<file path="config.mk">
export PLATFORM = sky130hd
export DESIGN_NAME = divy_unit
export DESIGN_NICKNAME = d
export VERILOG_FILES = /design/src/rtl/divy_pkg.sv /design/src/rtl/divy_prep.sv /design/src/rtl/divy_iter.sv /design/src/rtl/divy_post.sv /design/src/rtl/divy_unit.sv
export SDC_FILE = /design/constraint.sdc
export NUM_CORES = 1
export LEC_CHECK = 0
export ABC_AREA = 1
export BUFFER_PORTS_ARGS = -buffer_cell sky130_fd_sc_hd__buf_2
export CAP_MARGIN = 15
export CORE_MARGIN = 1.5
export CORE_UTILIZATION = 33
export CTS_BUF_LIST = sky130_fd_sc_hd__clkbuf_2
export DETAILED_ROUTE_END_ITERATION = 8
export GPL_ROUTABILITY_DRIVEN = 0
export PLACE_DENSITY_LB_ADDON = 0.3
export SLEW_MARGIN = 15
export SYNTH_ARGS = -nofsm -noshare
export SYNTH_HDL_FRONTEND = slang
export SYNTH_SLANG_ARGS = --single-unit
</file>
<file path="constraint.sdc">
create_clock -name clk -period 1.9 [get_ports clk]
set_input_delay 0.19 -clock clk [delete_from_list [all_inputs] [get_ports clk]]
set_output_delay 0.19 -clock clk [all_outputs]
set_load 0.02 [all_outputs]
</file>
<file path="src/rtl/divy_pkg.sv">
package divy_pkg;

  typedef enum logic [1:0] {
    ST_IDLE = 2'd0,
    ST_RUN  = 2'd1,
    ST_FIN  = 2'd2
  } divy_state_e;

  // Attributes of the operation in flight, captured when start is accepted
  typedef struct packed {
    logic signed_op;
    logic set_flags;
    logic neg_quo;
    logic zero_div;
  } divy_job_t;

endpackage

</file>
<file path="src/rtl/divy_prep.sv">
module divy_prep #(
  parameter int W = 32
) (
  input  logic [W-1:0]   y_hi,
  input  logic [W-1:0]   a_lo,
  input  logic [W-1:0]   divisor,
  input  logic           signed_op,
  output logic [2*W-1:0] num_mag,
  output logic [W-1:0]   den_mag,
  output logic           neg_quo,
  output logic           den_zero
);
  localparam int NW = 2 * W;

  function automatic logic [NW-1:0] mag_wide(input logic [NW-1:0] v, input logic flip);
    return flip ? (~v + {{(NW-1){1'b0}}, 1'b1}) : v;
  endfunction

  function automatic logic [W-1:0] mag_narrow(input logic [W-1:0] v, input logic flip);
    return flip ? (~v + {{(W-1){1'b0}}, 1'b1}) : v;
  endfunction

  logic [NW-1:0] num_raw;
  logic          num_neg;
  logic          den_neg;

  always_comb begin
    num_raw  = {y_hi, a_lo};
    num_neg  = signed_op & num_raw[NW-1];
    den_neg  = signed_op & divisor[W-1];
    num_mag  = mag_wide(num_raw, num_neg);
    den_mag  = mag_narrow(divisor, den_neg);
    neg_quo  = num_neg ^ den_neg;
    den_zero = (divisor == '0);
  end
endmodule

</file>
<file path="src/rtl/divy_iter.sv">
module divy_iter #(
  parameter int W = 32
) (
  input  logic           clk,
  input  logic           rst_n,
  input  logic           load,
  input  logic           run,
  input  logic [2*W-1:0] num,
  input  logic [W-1:0]   den,
  output logic [2*W-1:0] quo,
  output logic           last_step
);
  localparam int NW   = 2 * W;
  localparam int ITER = NW;
  localparam int CW   = $clog2(ITER + 1);

  typedef struct packed {
    logic [W-1:0]  r;
    logic [NW-1:0] q;
  } pair_t;

  // One restoring step: shift the partial remainder left by one bit, then
  // subtract the divisor when it fits
  function automatic pair_t shift_sub(input pair_t p, input logic [W-1:0] d);
    logic [W:0] wide;
    pair_t      o;
    wide = {p.r, p.q[NW-1]};
    o.q  = {p.q[NW-2:0], 1'b0};
    if (wide >= {1'b0, d}) begin
      wide   = wide - {1'b0, d};
      o.q[0] = 1'b1;
    end
    o.r = wide[W-1:0];
    return o;
  endfunction

  pair_t         acc;
  pair_t         acc_next;
  logic [W-1:0]  den_r;
  logic [CW-1:0] cnt;

  always_comb acc_next = shift_sub(acc, den_r);

  always_ff @(posedge clk or negedge rst_n) begin
    if (!rst_n) begin
      acc   <= '0;
      den_r <= '0;
      cnt   <= '0;
    end else if (load) begin
      acc.q <= num;
      acc.r <= '0;
      den_r <= den;
      cnt   <= '0;
    end else if (run) begin
      acc <= acc_next;
      cnt <= cnt + CW'(1);
    end
  end

  assign quo       = acc.q;
  assign last_step = run && (cnt == CW'(ITER - 1));
endmodule

</file>
<file path="src/rtl/divy_post.sv">
module divy_post #(
  parameter int W = 32
) (
  input  logic [2*W-1:0] quo_mag,
  input  logic           neg_quo,
  input  logic           signed_op,
  output logic [2*W-1:0] value,
  output logic           saturated
);
  localparam int NW = 2 * W;
  localparam logic [NW-1:0] U_MAX   = {{W{1'b0}}, {W{1'b1}}};
  localparam logic [NW-1:0] S_MAX   = {{(W+1){1'b0}}, {(W-1){1'b1}}};
  localparam logic [NW-1:0] S_MIN   = {{(W+1){1'b1}}, {(W-1){1'b0}}};
  localparam logic [NW-1:0] NEG_LIM = {{W{1'b0}}, 1'b1, {(W-1){1'b0}}};

  function automatic logic [NW:0] clamp_u(input logic [NW-1:0] q);
    if (q[NW-1:W] != '0) return {1'b1, U_MAX};
    return {1'b0, q};
  endfunction

  function automatic logic [NW:0] clamp_s(input logic [NW-1:0] q, input logic neg);
    if (!neg && (q > S_MAX))   return {1'b1, S_MAX};
    if (neg && (q > NEG_LIM))  return {1'b1, S_MIN};
    if (neg)                   return {1'b0, ~q + {{(NW-1){1'b0}}, 1'b1}};
    return {1'b0, q};
  endfunction

  logic [NW:0] packed_out;

  always_comb begin
    packed_out = signed_op ? clamp_s(quo_mag, neg_quo) : clamp_u(quo_mag);
    saturated  = packed_out[NW];
    value      = packed_out[NW-1:0];
  end
endmodule

</file>
<file path="src/rtl/divy_unit.sv">
module divy_unit #(
  parameter int W = 32
) (
  input  logic           clk,
  input  logic           rst_n,
  input  logic           start,
  input  logic [W-1:0]   op_y,
  input  logic [W-1:0]   op_a,
  input  logic [W-1:0]   op_b,
  input  logic           signed_op,
  input  logic           set_flags,
  output logic           busy,
  output logic           done,
  output logic [2*W-1:0] result,
  output logic           ovf,
  output logic           div_zero
);
  import divy_pkg::*;

  localparam int NW = 2 * W;

  divy_state_e   state;
  divy_job_t     job;

  logic [NW-1:0] num_mag;
  logic [W-1:0]  den_mag;
  logic          neg_quo;
  logic          den_zero;
  logic [NW-1:0] quo;
  logic          last_step;
  logic [NW-1:0] post_value;
  logic          post_sat;

  // Named events, also watched by the bound checker
  logic accept;
  logic step_fire;
  logic finish_fire;
  logic run_signed;

  assign accept      = (state == ST_IDLE) && start;
  assign step_fire   = (state == ST_RUN);
  assign finish_fire = (state == ST_FIN);
  assign run_signed  = job.signed_op;
  assign busy        = (state != ST_IDLE);

  divy_prep #(.W(W)) u_prep (
    .y_hi      (op_y),
    .a_lo      (op_a),
    .divisor   (op_b),
    .signed_op (signed_op),
    .num_mag   (num_mag),
    .den_mag   (den_mag),
    .neg_quo   (neg_quo),
    .den_zero  (den_zero)
  );

  divy_iter #(.W(W)) u_iter (
    .clk       (clk),
    .rst_n     (rst_n),
    .load      (accept),
    .run       (step_fire),
    .num       (num_mag),
    .den       (den_mag),
    .quo       (quo),
    .last_step (last_step)
  );

  divy_post #(.W(W)) u_post (
    .quo_mag   (quo),
    .neg_quo   (job.neg_quo),
    .signed_op (job.signed_op),
    .value     (post_value),
    .saturated (post_sat)
  );

  always_ff @(posedge clk or negedge rst_n) begin
    if (!rst_n) begin
      state <= ST_IDLE;
      job   <= '0;
    end else begin
      unique case (state)
        ST_IDLE: if (start) begin
          job.signed_op <= signed_op;
          job.set_flags <= set_flags;
          job.neg_quo   <= neg_quo;
          job.zero_div  <= den_zero;
          state         <= den_zero ? ST_FIN : ST_RUN;
        end
        ST_RUN:  if (last_step) state <= ST_FIN;
        ST_FIN:  state <= ST_IDLE;
        default: state <= ST_IDLE;
      endcase
    end
  end

  always_ff @(posedge clk or negedge rst_n) begin
    if (!rst_n) begin
      done     <= 1'b0;
      div_zero <= 1'b0;
      result   <= '0;
      ovf      <= 1'b0;
    end else begin
      done     <= finish_fire;
      div_zero <= finish_fire && job.zero_div;
      if (finish_fire && !job.zero_div) begin
        result <= post_value;
        if (job.set_flags) ovf <= post_sat;
      end
    end
  end
endmodule

</file>
==> impl_metrics.json <==
{
  "ys_warn_count": 0,
  "postSynthCellCount": 2625,
  "skew_ns": 0.111,
  "nFillCells": 4602,
  "drive_gt1_frac": 0.303,
  "drc": 0,
  "p_sw_frac": 0.310,
  "avgSynthCellArea_sq_um": 6.15,
  "vias": 20400,
  "hold_path_class": "input port to flop",
  "p_per_area_mw_per_mm2": 358,
  "critical_path_depth": 14,
  "path_buf_inv": 2,
  "grt_pass1_wl_microns": 101000,
  "synth_edf_count": 0,
  "grtUsageTotal": 0.251,
  "yosysTopAreaCell": "dfrtp_1",
  "p_sw_mw": 2.83,
  "dieArea_sq_mm": 0.0503,
  "power_mw": 9.11,
  "met3_usage": 0.0434,
  "grt_max_degree": 88,
  "synthTopCellsByCount": "nand2_1, inv_1, nor2_1, nand3_1, dfrtp_1",
  "clockPowerShare": 0.371,
  "ff_latch_area_sq_mm": 0.00521,
  "arrival_ns": 3.07,
  "grt_setup_unrepaired": "yes",
  "fmax_ghz": 0.470,
  "syn_to_final_growth_pct": 57.6,
  "slew_headroom": 0.628,
  "cp-end-kind": "flop",
  "status": "finished with violations",
  "insertion_delay_ns": 1.08,
  "start_util": 0.336,
  "die_height_microns": 224,
  "worstSetupStartpointType": "flop",
  "drt_iter0_markers": 1696,
  "fin_crit_ns": 2.13,
  "cts_num_sinks": 208,
  "async_reset_ff_frac": 1.00,
  "cts_buffers": 60,
  "grtUsageMet2": 0.408,
  "synth.distinct_cells": 47,
  "clkTransAtPathRegs_ns": 0.11,
  "whs_ns": 0.0391,
  "io_pins": 169,
  "pwr-share-comb": 0.143,
  "worstPathCellList": "ha_4 > nand2_4 > nor2_4 > nand2_2 > nor3_2 > nand2_2 > nand3_4 > nand2_4 > nand2_4 > buf_8 > buf_12 > nand2_2 > nand3_1 > nand2_1",
  "die_width_microns": 224,
  "hold_viol_final": 0,
  "rrSetupSlack_ns": -0.23,
  "finalSetupViolCount": 74,
  "crit_family": "simple AND/OR/NAND/NOR gates",
  "htree_levels": 2,
  "drv_slew": 0,
  "synth_fp_nets": 2763,
  "numPortBuffers": 168,
  "synth_area_leaders": "dfrtp_1, nand2_1, inv_1",
  "worstPathMaxFanout": 5,
  "via_per_inst": 5.02,
  "finalCritPeriodShare": 1.12,
  "setup_slack_ns": -0.227,
  "power.share.sequential": 0.485,
  "busiest_layer": "met2",
  "multi_input_area_sq_mm": 0.0108,
  "ys_ff_latch": 208,
  "antenna_found_initial": 2,
  "violations": "setup timing",
  "synth_top_area_frac": 0.322,
  "max_stage_delay_ns": 0.43,
  "worst_slew_pin_slew_ns": 0.557,
  "core-area_sq_mm": 0.0480,
  "cap_violations": 0,
  "netlist_area_sq_mm": 0.0162,
  "dr.pass1.iters": 5,
  "dpl.hpwl_microns": 46100,
  "cts_tree": "done",
  "routed_wl_microns": 66300,
  "fin_nets": 3543,
  "p_leak_nw": 13.2,
  "rows": 80,
  "grt_overflow_total": 0,
  "grt_pass1_vias": 19600,
  "gr-usage-met1": 0.338,
  "wl_per_cell_microns": 16.3,
  "yosysMostFrequentCell": "nand2_1",
  "synthFlopType": "dfrtp_1",
  "crit_path_top_delay_cell": "dfrtp_1",
  "clockRootBuffer": "clkbuf_2",
  "crit_required_ns": 2.84,
  "clk_path_buf_depth": 3,
  "p_int_mw": 6.29,
  "post-place-ws_ns": -0.331,
  "peakVddDrop_mv": 0.299,
  "yosysSeqAreaShare": 0.322,
  "critPathKind": "flop to flop",
  "worstRegToRegCells": 14,
  "ant_nets": 0,
  "whs_path_depth": 9
}
==> cells in the final DEF, fill, tap and decap left out, types with 37 or more instances in the layout <==
master	count
nand4_1	37
dlygate4sd3_1	181
nand2_2	87
buf_4	395
nand3_1	173
buf_6	90
nand3_2	38
clkbuf_2	85
xor2_1	60
buf_2	107
inv_1	282
o21ai_0	123
nand3b_1	39
nand2_1	919
nor2_1	223
dfrtp_1	205
inv_2	37
==> registers in the layout, indices dropped and copies added, names as in the netlist, 2 cells and up <==
name	flops
u_iter.acc	32
job	3
state	2
result	64
u_iter.quo	64
u_iter.den_r	32
u_iter.cnt	7
==> power groups by stage <==
stage | logic [mW] | clock network (mW) | registers (mW)
3_5_place_dp | 0.913 | 0 | 4.51
3_3_place_gp | 0.905 | 0 | 4.51
2_1_floorplan | 0.373 | 0 | 4.51
5_1_grt | 1.42 | 3.72 | 4.42
6_report | 1.31 | 3.38 | 4.42
4_1_cts | 1.25 | 3.51 | 4.42
==> logic make-up after synthesis <==
family,Yosys count,share of synthesized area
AO/OA/AOI/OAI,257,0.0858
XOR/XNOR,75,0.0407
adder cells (fa/ha/maj),37,0.0291
buffers and inverters,410,0.0998
flip-flops,208,0.322
multiplexers,1,0.000697
AND/OR/NAND/NOR,1637,0.422
==> layout make-up <==
cell class,count,share of cell area
inverter,325,0.0488
antenna,3,0.000295
multi-input combinational,2008,0.423
sequential,208,0.205
tap,615,0.0302
clock buffer,85,0.0167
clock inverter,22,0.00403
timing repair buffer,802,0.272
==> routing by layer <==
layer  routed length (microns)  share of wire  up-vias
li1                          -              -     9855
met1                     29100           0.44     9597
met2                     30100           0.45      803
met3                      4950          0.075      147
met4                      2160          0.033        0
met5                         0              0        -
==> what timing repair did <==
item | in CTS | in global routing
pin swaps | 72 | 108
endpoints found under the hold margin | 347 | 15
gates cloned | 4 | 5
setup buffers | 65 | 54
setup endpoints to repair | 140 | 180
hold buffers | 185 | 6
resized for setup | 301 | 237
==> tightest hold or removal path, stage by stage <==
cell,delay (ns)
buf_2,0.10
buf_4,0.12
nor2_2,0.04
nand2_2,0.08
nor3_4,0.05
nand2_1,0.06
a21oi_1,0.06
o22ai_1,0.13
dlymetal6s4s_1,0.22
==> per-stage QoR <==
stage               utilization  area, sq um  setup TNS (ns)  cells
global placement          0.417        20000          -18.92   3651
finish                    0.530        25400           -7.00   4068
floorplan                     -        16200          -0.623   2625
global route              0.530        25400          -17.50   4067
CTS                       0.503        24200           -8.34   4012
detailed placement        0.417        20000          -22.29   3651
==> final timing paths <==
kind                                 from               to
max reg2reg                u_iter.acc[79]   u_iter.acc[85]
min in group asynchronous           rst_n       run_signed
max                        u_iter.acc[79]   u_iter.acc[85]
min reg2reg                    result[27]       result[27]
max in group asynchronous           rst_n       result[27]
min                               op_b[4]  u_iter.den_r[9]
Note: power is estimated with default switching activity, not from simulation.
